File: src/rtl/tp_link_pkg.sv
package tp_link_pkg;
    typedef enum logic {
        ST_LINK_FAIL = 1'b0,
        ST_LINK_PASS = 1'b1
    } link_state_t;
endpackage

File: src/rtl/tp_run_qualifier.sv
module tp_run_qualifier #(
    parameter int RUN_LEN = 5
) (
    input  logic clk,
    input  logic rst_n,
    input  logic clr_i,
    input  logic pos_i,
    input  logic neg_i,
    output logic done_o,
    output logic done_pol_o
);
    localparam int CW = $clog2(RUN_LEN + 1);

    logic [CW-1:0] cnt_q;
    logic [CW-1:0] cnt_nx;
    logic          last_q;
    logic          single;
    logic          pol;
    logic          same;

    always_comb begin
        single     = pos_i ^ neg_i;
        pol        = neg_i;
        same       = (cnt_q == '0) || (last_q == pol);
        cnt_nx     = same ? cnt_q + CW'(1) : CW'(1);
        done_o     = single && (cnt_nx == CW'(RUN_LEN));
        done_pol_o = pol;
    end

    always_ff @(posedge clk or negedge rst_n) begin
        if (!rst_n) begin
            cnt_q  <= '0;
            last_q <= 1'b0;
        end else if (clr_i || done_o) begin
            cnt_q  <= '0;
        end else if (single) begin
            cnt_q  <= cnt_nx;
            last_q <= pol;
        end
    end


    run_bound_chk: assert property (@(posedge clk) disable iff (!rst_n)
        cnt_q < CW'(RUN_LEN));
endmodule

File: src/rtl/tp_loss_timer.sv
module tp_loss_timer #(
    parameter int LOSS_CYCLES = 12_500_000
) (
    input  logic clk,
    input  logic rst_n,
    input  logic run_i,
    input  logic kick_i,
    output logic expired_o
);
    localparam int LW = $clog2(LOSS_CYCLES);

    logic [LW-1:0] cnt_q;

    assign expired_o = run_i && !kick_i && (cnt_q == LW'(LOSS_CYCLES - 1));

    always_ff @(posedge clk or negedge rst_n) begin
        if (!rst_n)
            cnt_q <= '0;
        else if (!run_i || kick_i || expired_o)
            cnt_q <= '0;
        else
            cnt_q <= cnt_q + LW'(1);
    end


    loss_range_chk: assert property (@(posedge clk) disable iff (!rst_n)
        cnt_q <= LW'(LOSS_CYCLES - 1));
endmodule

File: src/rtl/tp_idle_pulse_gen.sv
module tp_idle_pulse_gen #(
    parameter int IDLE_CYCLES = 2_000_000
) (
    input  logic clk,
    input  logic rst_n,
    input  logic hold_i,
    output logic pulse_o
);
    localparam int IW = $clog2(IDLE_CYCLES);

    logic [IW-1:0] cnt_q;

    always_ff @(posedge clk or negedge rst_n) begin
        if (!rst_n) begin
            cnt_q   <= '0;
            pulse_o <= 1'b0;
        end else if (hold_i) begin
            cnt_q   <= '0;
            pulse_o <= 1'b0;
        end else if (cnt_q == IW'(IDLE_CYCLES - 1)) begin
            cnt_q   <= '0;
            pulse_o <= 1'b1;
        end else begin
            cnt_q   <= cnt_q + IW'(1);
            pulse_o <= 1'b0;
        end
    end


    idle_single_chk: assert property (@(posedge clk) disable iff (!rst_n)
        pulse_o |=> !pulse_o);

    idle_hold_chk: assert property (@(posedge clk) disable iff (!rst_n)
        hold_i |=> !pulse_o);
endmodule

File: src/rtl/tp_link_monitor.sv
module tp_link_monitor
    import tp_link_pkg::*;
#(
    parameter int RUN_LEN     = 5,
    parameter int LOSS_CYCLES = 12_500_000,
    parameter int IDLE_CYCLES = 2_000_000
) (
    input  logic clk,
    input  logic rst_n,
    input  logic lp_pos_i,
    input  logic lp_neg_i,
    input  logic rx_data_i,
    input  logic lt_disable_i,
    input  logic port_sel_tp_i,
    input  logic tx_req_i,
    output logic link_ok_o,
    output logic tx_en_o,
    output logic rx_en_o,
    output logic lb_en_o,
    output logic col_en_o,
    output logic lcar_err_o,
    output logic col_err_o,
    output logic rx_pol_inv_o,
    output logic idle_pulse_o
);
    link_state_t state_q, state_nx;
    logic        pol_q;
    logic        err_q;
    logic        run_done;
    logic        run_pol;
    logic        loss_exp;
    logic        valid_pulse;
    logic        path_en;

    tp_run_qualifier #(.RUN_LEN(RUN_LEN)) u_run (
        .clk        (clk),
        .rst_n      (rst_n),
        .clr_i      ((state_q != ST_LINK_FAIL) || port_sel_tp_i),
        .pos_i      (lp_pos_i),
        .neg_i      (lp_neg_i),
        .done_o     (run_done),
        .done_pol_o (run_pol)
    );

    assign valid_pulse = pol_q ? (lp_neg_i && !lp_pos_i) : (lp_pos_i && !lp_neg_i);

    tp_loss_timer #(.LOSS_CYCLES(LOSS_CYCLES)) u_loss (
        .clk       (clk),
        .rst_n     (rst_n),
        .run_i     (state_q == ST_LINK_PASS),
        .kick_i    (valid_pulse || rx_data_i),
        .expired_o (loss_exp)
    );

    tp_idle_pulse_gen #(.IDLE_CYCLES(IDLE_CYCLES)) u_idle (
        .clk     (clk),
        .rst_n   (rst_n),
        .hold_i  (tx_req_i && tx_en_o),
        .pulse_o (idle_pulse_o)
    );

    always_comb begin
        state_nx = state_q;
        unique case (state_q)
            ST_LINK_FAIL: begin
                if (!port_sel_tp_i && (rx_data_i || run_done))
                    state_nx = ST_LINK_PASS;
            end
            ST_LINK_PASS: begin
                if (port_sel_tp_i || loss_exp)
                    state_nx = ST_LINK_FAIL;
            end
        endcase
    end

    always_ff @(posedge clk or negedge rst_n) begin
        if (!rst_n) begin
            state_q <= ST_LINK_FAIL;
            pol_q   <= 1'b0;
            err_q   <= 1'b0;
        end else begin
            state_q <= state_nx;
            err_q   <= tx_req_i && (state_q == ST_LINK_FAIL) && !lt_disable_i;
            if ((state_q == ST_LINK_FAIL) && !port_sel_tp_i && !rx_data_i && run_done)
                pol_q <= run_pol;
        end
    end

    always_comb begin
        path_en      = lt_disable_i || (state_q == ST_LINK_PASS);
        link_ok_o    = (state_q == ST_LINK_PASS);
        tx_en_o      = path_en;
        rx_en_o      = path_en;
        lb_en_o      = path_en;
        col_en_o     = path_en;
        lcar_err_o   = err_q;
        col_err_o    = err_q;
        rx_pol_inv_o = pol_q;
    end


    port_fail_chk: assert property (@(posedge clk) disable iff (!rst_n)
        port_sel_tp_i |=> !link_ok_o);

    tx_fail_err_chk: assert property (@(posedge clk) disable iff (!rst_n)
        (tx_req_i && !link_ok_o && !lt_disable_i) |=> (lcar_err_o && col_err_o));

    pass_entry_chk: assert property (@(posedge clk) disable iff (!rst_n)
        $rose(link_ok_o) |-> $past(rx_data_i || lp_pos_i || lp_neg_i));

    pol_stable_chk: assert property (@(posedge clk) disable iff (!rst_n)
        link_ok_o |=> $stable(rx_pol_inv_o));
endmodule

File: config.mk
export PLATFORM = sky130hd
export DESIGN_NAME = tp_link_monitor
export DESIGN_NICKNAME = d
export VERILOG_FILES = /design/src/rtl/tp_link_pkg.sv /design/src/rtl/tp_run_qualifier.sv /design/src/rtl/tp_loss_timer.sv /design/src/rtl/tp_idle_pulse_gen.sv /design/src/rtl/tp_link_monitor.sv
export SDC_FILE = /design/constraint.sdc
export NUM_CORES = 1
export LEC_CHECK = 0
export ABC_AREA = 1
export BUFFER_PORTS_ARGS = -buffer_cell sky130_fd_sc_hd__buf_2
export CAP_MARGIN = 20
export CORE_UTILIZATION = 35
export CTS_CLUSTER_SIZE = 12
export DETAILED_ROUTE_END_ITERATION = 10
export PLACE_DENSITY = 0.5
export SLEW_MARGIN = 15
export SYNTH_ARGS = -nofsm -noshare
export SYNTH_HDL_FRONTEND = slang
export SYNTH_SLANG_ARGS = --single-unit
File: constraint.sdc
create_clock -name clk -period 1.4 [get_ports clk]
set_input_delay 0.28 -clock clk [delete_from_list [all_inputs] [get_ports clk]]
set_output_delay 0.28 -clock clk [all_outputs]
set_load 0.005 [all_outputs]
==> metrics.txt <==
status=finished, violations left; Layout area overhead=31.2%; Switch Pwr=between 0.8 and 0.9 mW; max cap viols=0; global route overflow=0; via/cell ratio=4.61; Critical Path AT=1.61 ns; Slowest cell on crit path=dfrtp_1; DIE AREA=roughly 9300 sq um; RR Startpoint=u_loss.cnt_q[1]; uppermost layer routed=met4; Routed met1 length=approximately 3.4 mm; cell area after layout=between 4000 and 5000 sq um; Hold WS=0.133 ns; worst hold start=lt_disable_i; total core area=between 8000 and 9000 sq um; share of cells above drive strength 1=0.253; first-pass GRT wire length=~13 mm; Worst Path Max Fanout=12; period utilization=1.00; clock power share=0.313; crit-path max cell delay=about 0.40 ns; clk buf depth=2; switching share of power=0.269; Final HPWL DP=5.38 mm; slew margin rel.=0.721; r2r setup slk=-0.003 ns; CTS clk-pin slew, worst paths=around 0.1 ns; Netlist cell types=25; met2 wire len=roughly 3.8 mm; drt drc=0; largest net degree at the start of global routing=54; RSZ-0062 raised after global routing=yes; WHS Endpoint=col_err_o; vias in the first global route=2,764; Nets=approximately 520; first drt pass iteration count=4; Critical Path RT=approximately 1.6 ns; final hold viol count=0; Worst VDD drop=between 0.0003 and 0.0004 V; logic gate share of total power=0.137; Layout Skew=about 0.018 ns; Port Buffer Count=16; sequential fraction of the synthesis area=0.425; Num CTS Buffers=5; WL per Instance=roughly 12 microns; I/O Pins=17; P_leak=roughly 1.8 nW; clock sinks=between 50 and 60; Int Pwr=roughly 2.2 mW; max-slew violations=0; clock insertion delay at the later pin of the skew report=roughly 0.32 ns; routed wl met3=between 100 and 150 microns; GR Util All Layers=0.176; vias=2,823; worst slew pin tran=0.419 ns; min-delay worst type=input pin to flip-flop; Worst R2R Path Depth=9; #FFs+latches synth=53; pre-CTS setup slack=-0.120 ns; Initial Utilization=0.360; H-Tree Depth=2; Worst Setup End Kind=flip-flop; failing checks=negative setup slack; clk root buf=clkbuf_8; DP Area=between 3000 and 4000 sq um; crit-path cells=ha_4, nand2_4, nor2_4, inv_2, nor2_4, nand3_4, nand2_4, buf_12, nor2_1; Flop pwr share=0.549; GPL Wtd Cong=0.805; Worst R2R End=u_loss.cnt_q[7]; row cnt=34; final setup margin=-0.00284 ns; DRT iter0 DRCs=between 100 and 150; fin crit period=between 1 and 1.5 ns; Die H=96.5 microns; mapped cell area=about 3100 sq um; WHS Path Cells=2; final setup fails=3; total routed wirelength=around 7.4 mm; initial antenna violation count=0; ANT nets after route=0; Die Wd=96.5 microns; Post-Syn Nets=454; critical path class=flip-flop to flip-flop; Avg Cell Area, Syn=just over 7 sq um; CTS tree=done; n_diodes=0; synth warn=0; Cells after Synth=440; total power draw=approximately 3 mW; max frequency=just over 700 MHz; Power Density=about 730 nW/um^2; CP startpoint kind=flip-flop
==> flip-flops by register name, summed over array words and instances (netlist names) <==
name            flops
u_loss.cnt_q       24
u_run.last_q        1
link_ok_o           1
u_run.cnt_q         3
rx_pol_inv_o        1
u_idle.pulse_o      1
col_err_o           1
u_idle.cnt_q       21
==> metrics by stage <==
| step | std cells | TNS [ns] | util |
|---|---|---|---|
| 2_1_floorplan | 440 | -0.429 | - |
| 3_3_place_gp | 590 | -1.21 | 0.417 |
| 3_5_place_dp | 590 | -1.54 | 0.417 |
| 4_1_cts | 605 | -0.0215 | 0.444 |
| 5_1_grt | 613 | -2.48 | 0.472 |
| 6_report | 613 | -0.00569 | 0.472 |
==> cell type report <==
type                       instances  area [sq um]
clock buffer                       6          82.6
clock inverter                     2          13.8
fill                             919          4580
inverter                          45           171
multi-input combinational        335          1840
sequential                        53          1330
tap                              108           135
timing repair buffer              64           527
==> synth_stat cells <==
master	n	area share
xor2_1	16	0.045
nand4_1	7	0.014
nand2_2	3	0.0060
ha_1	6	0.024
nand3b_1	2	0.0048
o21ai_0	2	0.0032
o22ai_1	2	0.0040
xnor2_1	11	0.031
nor2_4	1	0.0036
buf_6	2	0.0072
or2_2	1	0.0020
nand3_1	32	0.051
clkbuf_1	1	0.0012
inv_2	1	0.0012
a21oi_1	4	0.0064
nand2_1	116	0.14
nor3_1	4	0.0064
nor2_2	2	0.0040
dfrtp_1	53	0.42
buf_4	4	0.0096
inv_1	44	0.053
nand3_2	1	0.0032
nor2_1	122	0.15
and2_1	1	0.0020
nor3_2	2	0.0064
==> cells in the final DEF, fill, tap and decap left out, types with 2 or more instances in the layout <==
cell type	Yosys	layout
nand2_4	0	5
a21oi_1	4	3
nor3_4	0	3
o22ai_1	2	2
ha_4	0	3
nor3_2	2	2
nor2_2	2	12
buf_12	0	3
nand2_2	3	6
inv_2	1	3
clkbuf_8	0	6
nand3_1	32	25
xnor2_1	11	11
nand3_4	0	4
nand3b_1	2	2
o21ai_0	2	2
ha_1	6	3
xor2_1	16	16
nand4_1	7	7
dfrtp_2	0	4
nand2_1	116	108
nor2_1	122	105
buf_2	0	13
nand3_2	1	4
buf_4	4	41
buf_6	2	5
nor2_4	1	8
inv_1	44	41
dfrtp_1	53	49
==> timing repair <==
action | 4_1_cts | 5_1_grt
setup endpoints to repair | 41 | 48
setup buffers | 5 | 8
hold buffers | 1 | 0
endpoints found under the hold margin | 53 | 0
resized for setup | 18 | 48
gates cloned | 1 | 0
pin swaps | 2 | 15
==> worst max-delay path, delay by kind of cell, from the launching register on <==
family | cells | cell delay [ns]
adder cells (fa/ha/maj) | 1 | 0.16
AND/OR/NAND/NOR | 6 | 0.53
buffers and inverters | 2 | 0.20
flip-flops | 1 | 0.40
==> metal layers <==
metal,up-vias,global-route usage
met5,-,0
met1,1305,0.217
met3,14,0.0282
met2,30,0.316
met4,0,0.0502
li1,1474,-
==> worst max-delay path by stage <==
stage	startpoint	end	slack, ns	cells after the start
floorplan	u_loss.cnt_q[0]	u_loss.cnt_q[11]	-0.02	9
global placement	u_loss.cnt_q[1]	u_loss.cnt_q[5]	-0.14	6
detailed placement	u_loss.cnt_q[1]	u_loss.cnt_q[5]	-0.12	6
CTS	u_loss.cnt_q[1]	u_loss.cnt_q[2]	-0.008	9
global route	u_idle.cnt_q[2]	u_idle.cnt_q[17]	-0.11	8
finish	u_loss.cnt_q[1]	u_loss.cnt_q[7]	-0.003	9
==> power groups by stage <==
stage | Clock, mW | Combinational [mW] | Sequential [mW]
after floorplan | 0 | 0.170 | 1.66
after global placement | 0 | 0.324 | 1.66
after detailed placement | 0 | 0.328 | 1.66
after CTS | 0.980 | 0.358 | 1.63
after global routing | 1.05 | 0.460 | 1.64
final | 0.933 | 0.409 | 1.64
==> logic make-up (layout without fill, tap and decap cells) <==
| logic type | after synthesis | count (layout) | synth area share |
|---|---|---|---|
| flops | 53 | 53 | 0.425 |
| fa+ha+maj | 6 | 6 | 0.0240 |
| compound gates | 8 | 8 | 0.0136 |
| buf+inv | 52 | 117 | 0.0721 |
| simple gates | 294 | 294 | 0.390 |
| xor+xnor | 27 | 27 | 0.0757 |
Power figures use the tool's default switching activity.
